[src/rtl/acc_alu_pkg.sv]
package acc_alu_pkg;
    localparam int DATA_W  = 8;
    localparam int NIB_W   = DATA_W / 2;
    localparam int ADDR_W  = 6;
    localparam int OPC_W   = 6;
    localparam int INSTR_W = OPC_W + 1 + ADDR_W;

    localparam logic [OPC_W-1:0] OPC_SUB  = 6'b000100;
    localparam logic [OPC_W-1:0] OPC_DEC  = 6'b000110;
    localparam logic [OPC_W-1:0] OPC_OR   = 6'b001000;
    localparam logic [OPC_W-1:0] OPC_AND  = 6'b001010;
    localparam logic [OPC_W-1:0] OPC_XOR  = 6'b001100;
    localparam logic [OPC_W-1:0] OPC_ADD  = 6'b001110;
    localparam logic [OPC_W-1:0] OPC_MOV  = 6'b010000;
    localparam logic [OPC_W-1:0] OPC_COM  = 6'b010010;
    localparam logic [OPC_W-1:0] OPC_INC  = 6'b010100;
    localparam logic [OPC_W-1:0] OPC_DSK  = 6'b010110;
    localparam logic [OPC_W-1:0] OPC_RRC  = 6'b011000;
    localparam logic [OPC_W-1:0] OPC_RLC  = 6'b011010;
    localparam logic [OPC_W-1:0] OPC_SWP  = 6'b011100;
    localparam logic [OPC_W-1:0] OPC_ISK  = 6'b011110;

    localparam logic [OPC_W:0]     XOP_STA   = 7'b0000001;
    localparam logic [OPC_W:0]     XOP_CLRR  = 7'b0000011;
    localparam logic [INSTR_W-1:0] WORD_CLRA = 13'h080;

    typedef enum logic [4:0] {
        OP_NONE, OP_SUB, OP_DEC, OP_OR, OP_AND, OP_XOR, OP_ADD, OP_MOV,
        OP_COM, OP_INC, OP_DSK, OP_RRC, OP_RLC, OP_SWP, OP_ISK,
        OP_STA, OP_CLRR, OP_CLRA
    } alu_op_e;

    typedef struct packed {
        alu_op_e op;
        logic    to_acc;
        logic    to_reg;
    } dec_t;

    typedef struct packed {
        logic [DATA_W-1:0] value;
        logic              z;
        logic              c;
        logic              dc;
        logic              z_en;
        logic              c_en;
        logic              dc_en;
        logic              skip;
    } alu_res_t;

    typedef struct packed {
        logic [DATA_W-1:0] acc;
        logic              z;
        logic              c;
        logic              dc;
    } exec_state_t;
endpackage

[src/rtl/acc_alu_decode.sv]
module acc_alu_decode
    import acc_alu_pkg::*;
(
    input  logic [INSTR_W-1:0] instr_i,
    output dec_t               dec_o
);
    logic [OPC_W-1:0] opc;
    logic [OPC_W:0]   xopc;
    logic             dst_reg;

    assign opc     = instr_i[INSTR_W-1 -: OPC_W];
    assign xopc    = instr_i[INSTR_W-1 -: OPC_W+1];
    assign dst_reg = instr_i[ADDR_W];

    always_comb begin
        dec_o        = '0;
        dec_o.op     = OP_NONE;
        case (opc)
            OPC_SUB: dec_o.op = OP_SUB;
            OPC_DEC: dec_o.op = OP_DEC;
            OPC_OR:  dec_o.op = OP_OR;
            OPC_AND: dec_o.op = OP_AND;
            OPC_XOR: dec_o.op = OP_XOR;
            OPC_ADD: dec_o.op = OP_ADD;
            OPC_MOV: dec_o.op = OP_MOV;
            OPC_COM: dec_o.op = OP_COM;
            OPC_INC: dec_o.op = OP_INC;
            OPC_DSK: dec_o.op = OP_DSK;
            OPC_RRC: dec_o.op = OP_RRC;
            OPC_RLC: dec_o.op = OP_RLC;
            OPC_SWP: dec_o.op = OP_SWP;
            OPC_ISK: dec_o.op = OP_ISK;
            default: dec_o.op = OP_NONE;
        endcase
        if (dec_o.op != OP_NONE) begin
            dec_o.to_reg = dst_reg;
            dec_o.to_acc = ~dst_reg;
        end
        if (xopc == XOP_STA) begin
            dec_o.op     = OP_STA;
            dec_o.to_reg = 1'b1;
            dec_o.to_acc = 1'b0;
        end else if (xopc == XOP_CLRR) begin
            dec_o.op     = OP_CLRR;
            dec_o.to_reg = 1'b1;
            dec_o.to_acc = 1'b0;
        end else if (instr_i == WORD_CLRA) begin
            dec_o.op     = OP_CLRA;
            dec_o.to_reg = 1'b0;
            dec_o.to_acc = 1'b1;
        end
    end
endmodule

[src/rtl/acc_alu_core.sv]
module acc_alu_core
    import acc_alu_pkg::*;
(
    input  alu_op_e           op_i,
    input  logic [DATA_W-1:0] a_i,
    input  logic [DATA_W-1:0] r_i,
    input  logic              c_i,
    output alu_res_t          res_o
);
    logic [DATA_W:0] sum_w;
    logic [DATA_W:0] dif_w;
    logic [NIB_W:0]  nsum_w;
    logic [NIB_W:0]  ndif_w;

    assign sum_w  = {1'b0, r_i} + {1'b0, a_i};
    assign dif_w  = {1'b0, r_i} - {1'b0, a_i};
    assign nsum_w = {1'b0, r_i[NIB_W-1:0]} + {1'b0, a_i[NIB_W-1:0]};
    assign ndif_w = {1'b0, r_i[NIB_W-1:0]} - {1'b0, a_i[NIB_W-1:0]};

    always_comb begin
        res_o = '0;
        case (op_i)
            OP_SUB: begin
                res_o.value = dif_w[DATA_W-1:0];
                res_o.c     = ~dif_w[DATA_W];
                res_o.dc    = ~ndif_w[NIB_W];
                res_o.z_en  = 1'b1;
                res_o.c_en  = 1'b1;
                res_o.dc_en = 1'b1;
            end
            OP_ADD: begin
                res_o.value = sum_w[DATA_W-1:0];
                res_o.c     = sum_w[DATA_W];
                res_o.dc    = nsum_w[NIB_W];
                res_o.z_en  = 1'b1;
                res_o.c_en  = 1'b1;
                res_o.dc_en = 1'b1;
            end
            OP_DEC: begin
                res_o.value = r_i - 1'b1;
                res_o.z_en  = 1'b1;
            end
            OP_INC: begin
                res_o.value = r_i + 1'b1;
                res_o.z_en  = 1'b1;
            end
            OP_OR: begin
                res_o.value = a_i | r_i;
                res_o.z_en  = 1'b1;
            end
            OP_AND: begin
                res_o.value = a_i & r_i;
                res_o.z_en  = 1'b1;
            end
            OP_XOR: begin
                res_o.value = a_i ^ r_i;
                res_o.z_en  = 1'b1;
            end
            OP_MOV: begin
                res_o.value = r_i;
                res_o.z_en  = 1'b1;
            end
            OP_COM: begin
                res_o.value = ~r_i;
                res_o.z_en  = 1'b1;
            end
            OP_DSK: begin
                res_o.value = r_i - 1'b1;
                res_o.skip  = (res_o.value == '0);
            end
            OP_ISK: begin
                res_o.value = r_i + 1'b1;
                res_o.skip  = (res_o.value == '0);
            end
            OP_RRC: begin
                res_o.value = {c_i, r_i[DATA_W-1:1]};
                res_o.c     = r_i[0];
                res_o.c_en  = 1'b1;
            end
            OP_RLC: begin
                res_o.value = {r_i[DATA_W-2:0], c_i};
                res_o.c     = r_i[DATA_W-1];
                res_o.c_en  = 1'b1;
            end
            OP_SWP: begin
                res_o.value = {r_i[NIB_W-1:0], r_i[DATA_W-1:NIB_W]};
            end
            OP_STA: begin
                res_o.value = a_i;
            end
            OP_CLRR, OP_CLRA: begin
                res_o.value = '0;
                res_o.z_en  = 1'b1;
            end
            default: res_o = '0;
        endcase
        res_o.z = (res_o.value == '0);
    end
endmodule

[src/rtl/acc_alu_exec.sv]
module acc_alu_exec
    import acc_alu_pkg::*;
(
    input  logic                 clk,
    input  logic                 rst,
    input  logic [INSTR_W-1:0]   instr_i,
    input  logic [DATA_W-1:0]    reg_rdata_i,
    output logic [DATA_W-1:0]    result_o,
    output logic [ADDR_W-1:0]    reg_addr_o,
    output logic                 acc_we_o,
    output logic                 reg_we_o,
    output logic                 z_next_o,
    output logic                 c_next_o,
    output logic                 dc_next_o,
    output logic                 z_upd_o,
    output logic                 c_upd_o,
    output logic                 dc_upd_o,
    output logic                 skip_o,
    output logic [DATA_W-1:0]    acc_o,
    output logic                 z_o,
    output logic                 c_o,
    output logic                 dc_o
);
    dec_t        dec;
    alu_res_t    alu;
    exec_state_t st_d, st_q;

    acc_alu_decode u_decode (
        .instr_i (instr_i),
        .dec_o   (dec)
    );

    acc_alu_core u_core (
        .op_i  (dec.op),
        .a_i   (st_q.acc),
        .r_i   (reg_rdata_i),
        .c_i   (st_q.c),
        .res_o (alu)
    );

    always_comb begin
        st_d = st_q;
        if (dec.to_acc) st_d.acc = alu.value;
        if (alu.z_en)   st_d.z   = alu.z;
        if (alu.c_en)   st_d.c   = alu.c;
        if (alu.dc_en)  st_d.dc  = alu.dc;
    end

    always_ff @(posedge clk) begin
        if (rst) st_q <= '0;
        else     st_q <= st_d;
    end

    assign result_o   = alu.value;
    assign reg_addr_o = instr_i[ADDR_W-1:0];
    assign acc_we_o   = dec.to_acc;
    assign reg_we_o   = dec.to_reg;
    assign z_next_o   = st_d.z;
    assign c_next_o   = st_d.c;
    assign dc_next_o  = st_d.dc;
    assign z_upd_o    = alu.z_en;
    assign c_upd_o    = alu.c_en;
    assign dc_upd_o   = alu.dc_en;
    assign skip_o     = alu.skip;
    assign acc_o      = st_q.acc;
    assign z_o        = st_q.z;
    assign c_o        = st_q.c;
    assign dc_o       = st_q.dc;

    assert_single_dest_R2: assert property (@(posedge clk) disable iff (rst)
        !(acc_we_o && reg_we_o));

    assert_skip_zero_R9: assert property (@(posedge clk) disable iff (rst)
        skip_o |-> (result_o == '0));

    assert_acc_hold_R11: assert property (@(posedge clk) disable iff (rst)
        !acc_we_o |=> $stable(acc_o));

    assert_carry_hold_R5: assert property (@(posedge clk) disable iff (rst)
        !c_upd_o |=> $stable(c_o));

    assert_dc_hold_R5: assert property (@(posedge clk) disable iff (rst)
        !dc_upd_o |=> $stable(dc_o));

    assert_clear_acc_R10: assert property (@(posedge clk) disable iff (rst)
        (instr_i == WORD_CLRA) |=> (acc_o == '0 && z_o));

    assert_rrc_carry_R6: assert property (@(posedge clk) disable iff (rst)
        (instr_i[INSTR_W-1 -: OPC_W] == OPC_RRC) |=> (c_o == $past(reg_rdata_i[0])));
endmodule

[config.mk]
export PLATFORM = sky130hd
export DESIGN_NAME = acc_alu_exec
export DESIGN_NICKNAME = d
export VERILOG_FILES = /design/src/rtl/acc_alu_pkg.sv /design/src/rtl/acc_alu_decode.sv /design/src/rtl/acc_alu_core.sv /design/src/rtl/acc_alu_exec.sv
export SDC_FILE = /design/constraint.sdc
export NUM_CORES = 1
export LEC_CHECK = 0
export BUFFER_PORTS_ARGS = -buffer_cell sky130_fd_sc_hd__buf_4
export CAP_MARGIN = 10
export CORE_MARGIN = 3
export CORE_UTILIZATION = 50
export CTS_BUF_LIST = sky130_fd_sc_hd__clkbuf_4 sky130_fd_sc_hd__clkbuf_8 sky130_fd_sc_hd__clkbuf_16
export CTS_CLUSTER_SIZE = 20
export DETAILED_ROUTE_END_ITERATION = 8
export PLACE_DENSITY = 0.71
export SETUP_SLACK_MARGIN = 0.05
export SLEW_MARGIN = 25
export SYNTH_ARGS = -nofsm -noshare
export SYNTH_HDL_FRONTEND = slang
export SYNTH_SLANG_ARGS = --single-unit
[constraint.sdc]
create_clock -name clk -period 4.4 [get_ports clk]
set_input_delay 0.44 -clock clk [delete_from_list [all_inputs] [get_ports clk]]
set_output_delay 0.44 -clock clk [all_outputs]
set_load 0.02 [all_outputs]
### Word-level counts from Yosys, hierarchy flattened

Memory sizes are Yosys's and may differ from the RTL's.
Index checks and enable logic that the tools add are counted.

* div/mod/pow operators: 0
* $mul: 0
* equality and inequality tests: 20
* bitwise gates (word level): 7
* add/sub/neg operators: 6
* multiplexer cells: 15
* reduce and logical (&&, ||, !) cells: 9
* shifts and indexed selects: 0
* order comparisons: 0

Operators by type and width (count)
* one-hot mux 8 bit (13 select lines): 1
* equality test 5 x 4 -> 1 bit, second input constant: 8
* zero test 8 bit: 3
* two-way mux 7 bit: 3
* equality test 5 x 3 -> 1 bit, second input constant: 4
* equality test 13 x 8 -> 1 bit, second input constant: 1
* OR reduction 11 bit: 1
* equality test 5 x 2 -> 1 bit, second input constant: 2
* equality test 5 bit, second input constant: 2
* adder 8 x 8 -> 9 bit: 1
* subtractor 8 x 8 -> 9 bit: 1
* adder 8 x 1 -> 8 bit, second input constant: 1
* AND 8 bit: 1
* inverter 8 bit: 1
* OR 8 bit: 1
* subtractor 8 x 1 -> 8 bit, second input constant: 1
* XOR 8 bit: 1
* equality test 7 x 1 -> 1 bit, second input constant: 1
* equality test 7 x 2 -> 1 bit, second input constant: 1
* two-way mux 1 bit: 6
* OR reduction 2 bit: 3
* adder 4 x 4 -> 5 bit: 1
* equality test 5 x 1 -> 1 bit, second input constant: 1
* two-way mux 5 bit: 1
* other kinds (7): 10

* bits of input ports: 23
* word-level logic and storage cells: 62
* bits in latches: 0
* register bits after elaboration: 11
* bits in read-only memories: 128
* output and inout port bits: 34
* memories kept: 1
* RAM bits: 0

Memory list
* (name not given): words 32, bits a word 4, read ports 1, clocked after memory_dff 0, wr ports 0, RTL line acc_alu_decode.sv:18 `case (opc)`

### Longest topological paths before layout

Gate-level depths: netlist of run 1.
An unclocked memory read counts as a cell.

* depth in word-level cells: 12
* gate-level depth with buffers: 13
* gate-level depth less buffers: 12

### Hierarchy

A second synthesis of run 1 with hierarchy kept.

* cells, all modules: 344
* area total of the unflattened synthesis: 2628.8 µm²

Modules (own cells, without submodules)
* acc_alu_core: area each 1994.4 µm², times used 1, cells an instance 277
* acc_alu_exec: area each 480.5 µm², times used 1, cells an instance 41
* acc_alu_decode: area each 153.9 µm², times used 1, cells an instance 26

### Worst setup path after synthesis of run 1

OpenSTA, ideal clock, no wires.

* path kind: input -> output
* from: input port reg_rdata_i[3]
* to: output port z_next_o
* stages: 12
* setup slack: 0.479 ns
* buffers on the path: 2
* data arrival time: 3.481 ns
* required time: 3.960 ns
* cell sequence: clkbuf_1 inv_1 ha_1 clkbuf_1 nor3_1 a221o_1 o41ai_1 xnor2_1 nor2_1 nor4_1 inv_1 o41ai_2

* longest elaborated chain between the ends: 4

RTL lines
* from (decl): RTL line acc_alu_exec.sv:7 `input logic [DATA_W-1:0] reg_rdata_i,`
* adder 8 x 1 -> 8 bit, or another cell as far along: RTL line acc_alu_core.sv:44, acc_alu_core.sv:72
* one-hot mux 8 bit (13 select lines) *: RTL line acc_alu_core.sv:22 `case (op_i)`
* via result_o[7]: RTL line acc_alu_exec.sv:8 `output logic [DATA_W-1:0] result_o,`
* zero test 8 bit *: RTL line acc_alu_core.sv:97 `res_o.z = (res_o.value == '0);`
* two-way mux 1 bit *: RTL line acc_alu_exec.sv:44 `if (alu.z_en) st_d.z = alu.z;`
* to (decl): RTL line acc_alu_exec.sv:12 `output logic z_next_o,`

Mark *: on every way through the listed nets, which the timed path passes. The rest lies on a longest branch.

### Worst setup path in the final report of run 1

* from: input port instr_i[2]
* to: output port z_next_o

* longest elaborated chain between the ends: 9

RTL lines
* from (decl): RTL line acc_alu_exec.sv:6 `input logic [INSTR_W-1:0] instr_i,`
* equality test 13 x 8 -> 1 bit *: RTL line acc_alu_decode.sv:47 `end else if (instr_i == WORD_CLRA) begin`
* two-way mux 7 bit *: RTL line acc_alu_decode.sv:47
* two-way mux 7 bit *: RTL line acc_alu_decode.sv:43 `end else if (xopc == XOP_CLRR) begin`
* two-way mux 7 bit *: RTL line acc_alu_decode.sv:39 `if (xopc == XOP_STA) begin`
* equality test 5 x 4 -> 1 bit or equality test 5 x 2 -> 1 bit (tied branches): RTL line acc_alu_core.sv:22
* OR reduction 2 bit (no source line)
* one-hot mux 8 bit (13 select lines): RTL line acc_alu_core.sv:22
* zero test 8 bit: RTL line acc_alu_core.sv:97
* two-way mux 1 bit *: RTL line acc_alu_exec.sv:44

Every way passes the cells marked *; elsewhere a longest branch is shown, timed or not.

==> results of run 1 <==
-- power groups by stage --
stage	Clock (mW)	Sequential [mW]	Combinational, mW
2_1_floorplan	0	0.115	0.190
3_3_place_gp	0	0.111	0.302
3_5_place_dp	0	0.111	0.304
4_1_cts	0.118	0.109	0.306
5_1_grt	0.118	0.110	0.336
6_report	0.115	0.109	0.314
-- cell families (layout without fill, tap and decap cells) --
kind of cell / Yosys count / in the layout / synth area share, %
muxes: 4 / 4 / 1.38
adders and majority gates: 30 / 30 / 13.4
and+or+nand+nor: 142 / 142 / 26.4
buffers and inverters: 65 / 102 / 9.74
AOI/OAI and AO/OA: 145 / 145 / 36.3
DFF: 11 / 11 / 7.59
xor gates and xnor gates: 17 / 17 / 5.13
-- layout make-up --
class	instances	area (sq um)
clock inverters	1	5.00
clock buffers	3	41.3
flip-flops and latches	11	220
inverters	32	120
fillers	527	2200
multi-input cells	338	2400
well taps	72	90.1
repair buffers	66	495
-- metrics by stage --
stage	utilization [%]	worst slack [ps]	cells	power (mW)
global placement	59.7	555	519	0.414
finish	60.5	392	523	0.538
CTS	60.5	462	523	0.533
global route	60.5	211	523	0.563
floorplan	-	479	414	0.305
detailed placement	59.7	463	519	0.415
-- flip-flops by register name, indices dropped and copies added, names as in the netlist --
| signal | count |
|---|---|
| c_o | 1 |
| acc_o | 8 |
| z_o | 1 |
| dc_o | 1 |
-- Yosys cell counts (all sizes together) (11+ instances only) --
master,count,share of area [%]
buf,13,3.0
a21oi,22,3.9
ha,28,12
dfxtp,11,7.6
nor2,32,4.1
clkbuf,20,2.6
o21ai,24,4.3
nand2,25,3.2
nand3,20,3.4
xnor2,13,3.9
inv,31,4.0
nor3,13,2.2
-- final timing paths --
check,start,to,slack [ps]
setup reg to reg,acc_o[0],z_o,1270
setup / recovery,instr_i[2],z_next_o,390
hold / removal,rst,acc_o[7],460
hold reg to reg,acc_o[5],acc_o[5],540
-- layer usage --
layer  wire [microns]  track usage, %  share of wire (%)  vias to the layer above
li1                 -               -                  -                     1636
met1             4890            48.8                 41                     1687
met2             5460            55.7                 45                      238
met3             1200            7.27                 10                       44
met4              454            13.6                3.8                        0
met5                0               0                  0                        -
-- cells in the final DEF, fill, tap and decap left out, types with 5 or more instances in the layout --
master     n
buf_4     66
nor2_1    32
inv_1     31
ha_1      28
nand2_1   25
o21ai_0   23
a21oi_1   21
nand3_1   20
nor3_1    13
xnor2_1   13
dfxtp_1   11
a211oi_1  10
o22ai_1    8
or3_1      7
a31oi_1    7
a21o_1     6
nand2b_1   6
a22oi_1    6
nor3b_1    5
o221ai_1   5
==> metrics.cfg, run 1 <==
[clock_tree]
hold_buffers = 0
h-tree-depth = 1
post_cts_buffers = 0
cts.clk_slew.worst_paths_ps = 60
cts.repair.resized = 0
tritoncts = done
numCtsBuffers = 3
cts.sink_count = 11
worstSkewPairLatency_ps = 250
cts_root_buf = clkbuf_8
ctsLongestPathBuffers = 2

[route]
postRouteAntennaNets = 0
drc = 0
via_per_inst = 6.89
wirelength_microns = 12000
drt_iter0_drc = 556
vias = 3605
wl_per_cell_microns = 22.9
first_pass_iters = 5

[synth]
synth-seq-cells = 11
synth_area_sq_um = 2900
async_flop_share_pct = 0
netlist_instances = 414
syn_nets = 467
synth-edff-count = 0
seq_area_frac_synth_pct = 7.59
synthFlopType = dfxtp_1
syn_area_per_cell_sq_um = 7.01
ys_types = 75
yosysWarnings = 0

[worst_setup_path]
ff2ff_path_depth = 9
crit_arrival_ps = 3570
end_kind = primary output
worstPathMaxFanout = 10
crit_chain = buf_4 -> nor4_2 -> nand3_1 -> a221oi_2 -> o21ai_0 -> a2111o_1 -> or4_4 -> o41ai_2 -> buf_4
cpLargestDelayFamily = compound AO/OA/AOI/OAI gates
critical_path_class = in -> out
cp-start-kind = input pin
crit_slowest_cell = a221oi_2
cp.depth = 9
cpPeakStageDelay_ps = 760
cp_num_buf_inv = 2
cp.required_ps = 3960
crit_top_cell = buf_4

[finish]
final_nets = 505
diodes = 0
area_growth_pct = 16.2
finalInstanceArea_sq_um = 3370
drive_gt1_share_pct = 18.8

[run_status]
status = finished, final reports clean

[die]
core.rowCount = 27
die_h_microns = 82.2
initial_utilization_pct = 52.1
die-area_sq_um = 6760
fp.coreArea_sq_um = 5570
die_w_microns = 82.2
io_pins = 57

[grt]
grt_pass1_vias = 3275
grt_pass1_wl_microns = 18100
grt_overflow = 0
grt.total_usage_pct = 36.0
antenna_found_initial = 0
grt_start_max_net_pins = 23

[power_and_ir_drop]
power_density_nw_per_um2 = 159
power.internal_mw = 0.284
p_leak_nw = 1.40
peakVddDrop_mv = 0.124
p_sw_share_pct = 47.1
clkPwrFrac_pct = 21.3
power_frac_comb_pct = 58.3
power.switching_mw = 0.253
p_seq_share_pct = 20.3

[timing]
worst_slew_pin_slew_ps = 868
fin_worst_skew_ps = 1.83
relSlewSlack_pct = 42.1
rsz0062_at_grt = false
hold_ws_ps = 462
min_period_over_period_pct = 91.1
period_needed_ps = 4010
setup_violations = 0
hold_viol = 0
fin_tns_setup_ps = 0
fmax_mhz = 249
maxSlewViolCount = 0

[run]
maxCapViolCount = 0

[placed_design]
place_area_sq_um = 3330
place_congestion = 1.03
portBuffers = 56
dp_hpwl_microns = 9120

[hold_path]
worstHoldPathType = in -> reg
min_path_cells = 2

Power figures use the tool's default switching activity.
==> run 2: changes to the inputs <==
--- a/config.mk
+++ b/config.mk
@@ -10,9 +10,11 @@
 export CORE_MARGIN = 3
 export CORE_UTILIZATION = 50
 export CTS_BUF_LIST = sky130_fd_sc_hd__clkbuf_4 sky130_fd_sc_hd__clkbuf_8 sky130_fd_sc_hd__clkbuf_16
+export CTS_CLUSTER_DIAMETER = 150
 export CTS_CLUSTER_SIZE = 20
 export DETAILED_ROUTE_END_ITERATION = 8
 export PLACE_DENSITY = 0.71
+export RECOVER_POWER = 50
 export SETUP_SLACK_MARGIN = 0.05
 export SLEW_MARGIN = 25
 export SYNTH_ARGS = -nofsm -noshare
==> metrics.cfg, run 2 (synthesis results as in run 1) <==
[run_status]
status = finished, final reports clean

[route]
via_per_inst = 6.93
drc = 0
wl_per_cell_microns = 22.9
first_pass_iters = 6
postRouteAntennaNets = 0
vias = 3627
drt_iter0_drc = 503
wirelength_microns = 12000

[clock_tree]
numCtsBuffers = 3
hold_buffers = 0
cts.sink_count = 11
cts.clk_slew.worst_paths_ps = 60
ctsLongestPathBuffers = 2
cts.repair.resized = 0
post_cts_buffers = 0
h-tree-depth = 1
cts_root_buf = clkbuf_8
tritoncts = done
worstSkewPairLatency_ps = 250

[timing]
relSlewSlack_pct = 37.7
rsz0062_at_grt = false
worst_slew_pin_slew_ps = 926
setup_violations = 0
min_period_over_period_pct = 93.8
fin_ws_ps = 274
fin_tns_setup_ps = 0
period_needed_ps = 4130
fin_worst_skew_ps = 0.883
hold_viol = 0
fmax_mhz = 242
maxSlewViolCount = 0

[die]
initial_utilization_pct = 52.1
core.rowCount = 27
die_h_microns = 82.2
die_w_microns = 82.2
fp.coreArea_sq_um = 5570
die-area_sq_um = 6760
io_pins = 57

[grt]
grt_overflow = 0
grt_pass1_wl_microns = 18100
grt_pass1_vias = 3275
antenna_found_initial = 0
grt_start_max_net_pins = 23
grt.total_usage_pct = 36.0

[hold_path]
whs_endpoint = acc_o[7]
worstHoldPathType = in -> reg
worstHoldStart = rst
min_path_cells = 2

[run]
maxCapViolCount = 0

[finish]
layout_common_cells = buf_4, nor2_1, inv_1, ha_1, nand2_1
final_common_cell = buf_4
largest_reg_flops = 8
area_growth_pct = 13.6
drive_gt1_share_pct = 14.4
diodes = 0
final_nets = 505

[worst_setup_path]
reg2reg_to = z_o
crit_arrival_ps = 3690
worstPathMaxFanout = 22
cp.required_ps = 3960
critical_path_class = in -> out
cp-start-kind = input pin
reg2reg_from = acc_o[0]
reg2reg_slack_ps = 1280
end_kind = primary output
ff2ff_path_depth = 9

[power_and_ir_drop]
power_density_nw_per_um2 = 161
p_leak_nw = 1.32
peakVddDrop_mv = 0.124

[placed_design]
dp_hpwl_microns = 9120
portBuffers = 56
pre_cts_ws_ps = 463
place_congestion = 1.03

-- run 2: worst max path at each step --
stage | start | end | depth (start not counted)
finish | instr_i[9] | z_next_o | 12
global route | instr_i[9] | z_next_o | 12
CTS | instr_i[2] | z_next_o | 9
detailed placement | instr_i[2] | z_next_o | 9
global placement | instr_i[2] | z_next_o | 10
floorplan | reg_rdata_i[3] | z_next_o | 12
-- run 2: critical path: stages --
cell and delay, ps:
buf_4 180, or3_1 480, or2_2 350, o22ai_1 300
and2_0 460, nor2_1 180, inv_1 150, nor4b_1 70
buf_4 150, or4_4 440, o41ai_2 280, buf_4 190
-- run 2: report_power, final --
part	internal [mW]	switching (mW)	total, mW	leakage (nW)
sequential	0.104	0.00532	0.109	0.0894
clock	0.0628	0.0511	0.114	0.0255
combinational	0.111	0.196	0.307	1.20
total	0.278	0.253	0.530	1.32
-- run 2: area by class of cell --
cell class                      count  area [sq um]
Clock buffer                        3          41.3
Clock inverter                      1          5.00
Fill cell                         543          2280
Inverter                           32           120
Multi-Input combinational cell    338          2400
Sequential cell                    11           220
Tap cell                           72          90.1
Timing Repair Buffer               66           424
-- run 2: routing by layer --
metal	vias to the layer above	GRT usage [%]	wire, microns
met3	57	7.27	1360
met5	-	0	0
met2	261	55.7	5330
li1	1629	-	-
met1	1680	48.8	4730
met4	0	13.6	539
-- run 2: per-stage QoR --
| stage | hold slack, ps | area [sq um] | power [mW] | util [%] | std cells |
|---|---|---|---|---|---|
| 2_1_floorplan | 512 | 2900 | 0.305 | - | 414 |
| 3_3_place_gp | 521 | 3330 | 0.414 | 59.7 | 519 |
| 3_5_place_dp | 529 | 3330 | 0.415 | 59.7 | 519 |
| 4_1_cts | 462 | 3370 | 0.533 | 60.5 | 523 |
| 5_1_grt | 478 | 3300 | 0.556 | 59.2 | 523 |
| 6_report | 467 | 3300 | 0.530 | 59.2 | 523 |
==> run 3: changes to the inputs <==
--- a/config.mk
+++ b/config.mk
@@ -8,12 +8,12 @@
 export BUFFER_PORTS_ARGS = -buffer_cell sky130_fd_sc_hd__buf_4
 export CAP_MARGIN = 10
 export CORE_MARGIN = 3
-export CORE_UTILIZATION = 50
+export CORE_UTILIZATION = 57
 export CTS_BUF_LIST = sky130_fd_sc_hd__clkbuf_4 sky130_fd_sc_hd__clkbuf_8 sky130_fd_sc_hd__clkbuf_16
 export CTS_CLUSTER_DIAMETER = 150
 export CTS_CLUSTER_SIZE = 20
 export DETAILED_ROUTE_END_ITERATION = 8
-export PLACE_DENSITY = 0.71
+export PLACE_DENSITY = 0.8
 export RECOVER_POWER = 50
 export SETUP_SLACK_MARGIN = 0.05
 export SLEW_MARGIN = 25
==> metrics.cfg, run 3 (synthesis results as in run 1) <==
[worst_setup_path]
cpPeakStageDelay_ps = 880
crit_arrival_ps = 3660
cp-start-kind = input pin
crit_slowest_cell = a21boi_0
cpLargestDelayFamily = compound AO/OA/AOI/OAI gates
cp.required_ps = 3960
ff2ff_path_depth = 11
end_kind = primary output
critical_path_class = in -> out
reg2reg_to = z_o
crit_top_cell = buf_4
crit_chain = clkbuf_1 -> nor3b_1 -> and3_1 -> a21boi_0 -> a221oi_1 -> a31oi_1 -> a2111oi_0 -> buf_4 -> nand4_1 -> o41ai_2 -> buf_4
reg2reg_from = acc_o[1]
worstPathMaxFanout = 12
cp_num_buf_inv = 3
reg2reg_slack_ps = 1140

[grt]
grt.total_usage_pct = 37.7
grt_overflow = 0
grt_pass1_wl_microns = 18000
grt_start_max_net_pins = 23
grt_pass1_vias = 3458
antenna_found_initial = 0

[route]
wl_per_cell_microns = 22.5
drc = 0
wirelength_microns = 11600
vias = 3752
first_pass_iters = 6
postRouteAntennaNets = 0
drt_iter0_drc = 652
via_per_inst = 7.29

[power_and_ir_drop]
clkPwrFrac_pct = 21.7
peakVddDrop_mv = 0.251
p_leak_nw = 1.31
power_frac_comb_pct = 57.4
p_seq_share_pct = 20.9
power.internal_mw = 0.281
p_total_mw = 0.527
power_density_nw_per_um2 = 161
p_sw_share_pct = 46.7
power.switching_mw = 0.246

[finish]
area_growth_pct = 12.7
final_nets = 502
drive_gt1_share_pct = 13.8
diodes = 0
final_common_cell = buf_4
layout_common_cells = buf_4, nor2_1, inv_1, ha_1, nand2_1
largest_reg_flops = 8

[die]
die_h_microns = 77.4
fp.coreArea_sq_um = 4820
io_pins = 57
initial_utilization_pct = 60.3
core.rowCount = 25
die_w_microns = 77.4
die-area_sq_um = 5980

[timing]
rsz0062_at_grt = false
fin_worst_skew_ps = 1.40
maxSlewViolCount = 0
min_period_over_period_pct = 93.2
fin_ws_ps = 300
hold_viol = 0
relSlewSlack_pct = 26.7
period_needed_ps = 4100
fin_tns_setup_ps = 0
setup_violations = 0
worst_slew_pin_slew_ps = 1090
fmax_mhz = 244

[hold_path]
min_path_cells = 2
worstHoldStart = rst
whs_endpoint = dc_o
worstHoldPathType = in -> reg

[clock_tree]
cts_root_buf = clkbuf_8
tritoncts = done
worstSkewPairLatency_ps = 250
cts.repair.resized = 0
post_cts_buffers = 0
cts.clk_slew.worst_paths_ps = 50
numCtsBuffers = 3
h-tree-depth = 1
hold_buffers = 0
cts.sink_count = 11
ctsLongestPathBuffers = 2

[placed_design]
portBuffers = 56
pre_cts_ws_ps = 430
place_congestion = 1.10
dp_hpwl_microns = 8790

[run_status]
status = finished, final reports clean

[run]
maxCapViolCount = 0

## run 3: changes by cell type in the layout (fill, tap and decap cells not counted)
cell | previous run | this run
buf_4 | 47 | 44
clkbuf_4 | 0 | 1
clkinv_2 | 1 | 0
## run 3: power by group through the flow
stage	registers [mW]	clock network, mW	logic (mW)
after floorplan	0.115	0	0.190
after global placement	0.112	0	0.291
after detailed placement	0.112	0	0.295
after CTS	0.110	0.115	0.298
after global routing	0.110	0.119	0.322
final	0.110	0.115	0.303
## run 3: how the worst max path moves through the flow
stage | from | end | slack, ps | cells after the start
6_report | instr_i[7] | z_next_o | 300 | 11
3_3_place_gp | instr_i[2] | z_next_o | 490 | 10
5_1_grt | instr_i[2] | z_next_o | 180 | 10
2_1_floorplan | reg_rdata_i[3] | z_next_o | 480 | 12
4_1_cts | instr_i[2] | z_next_o | 430 | 10
3_5_place_dp | instr_i[2] | z_next_o | 430 | 10
## run 3: through the flow
stage	area (sq um)	hold WS [ps]	utilization [%]	std cells
floorplan	2900	512	-	414
global placement	3300	517	68.4	511
detailed placement	3300	533	68.4	511
CTS	3350	460	69.5	515
global route	3270	470	67.9	515
finish	3270	462	67.9	515
## run 3: final cells by class
type	count	area, sq um
multi-input cells	338	2400
fillers	436	1550
repair buffers	63	402
flip-flops and latches	11	220
inverters	32	120
well taps	67	83.8
clock buffers	4	48.8
## run 3: metal layers
layer  wire [microns]  up-vias  part of all wire, %  global-route usage [%]
met5                0        -                    0                       0
met4              685        0                  5.9                    22.6
met3             1490       75                   13                    7.19
met2             5060      345                   44                    57.3
met1             4370     1716                   38                    49.3
li1                 -     1616                    -                       -
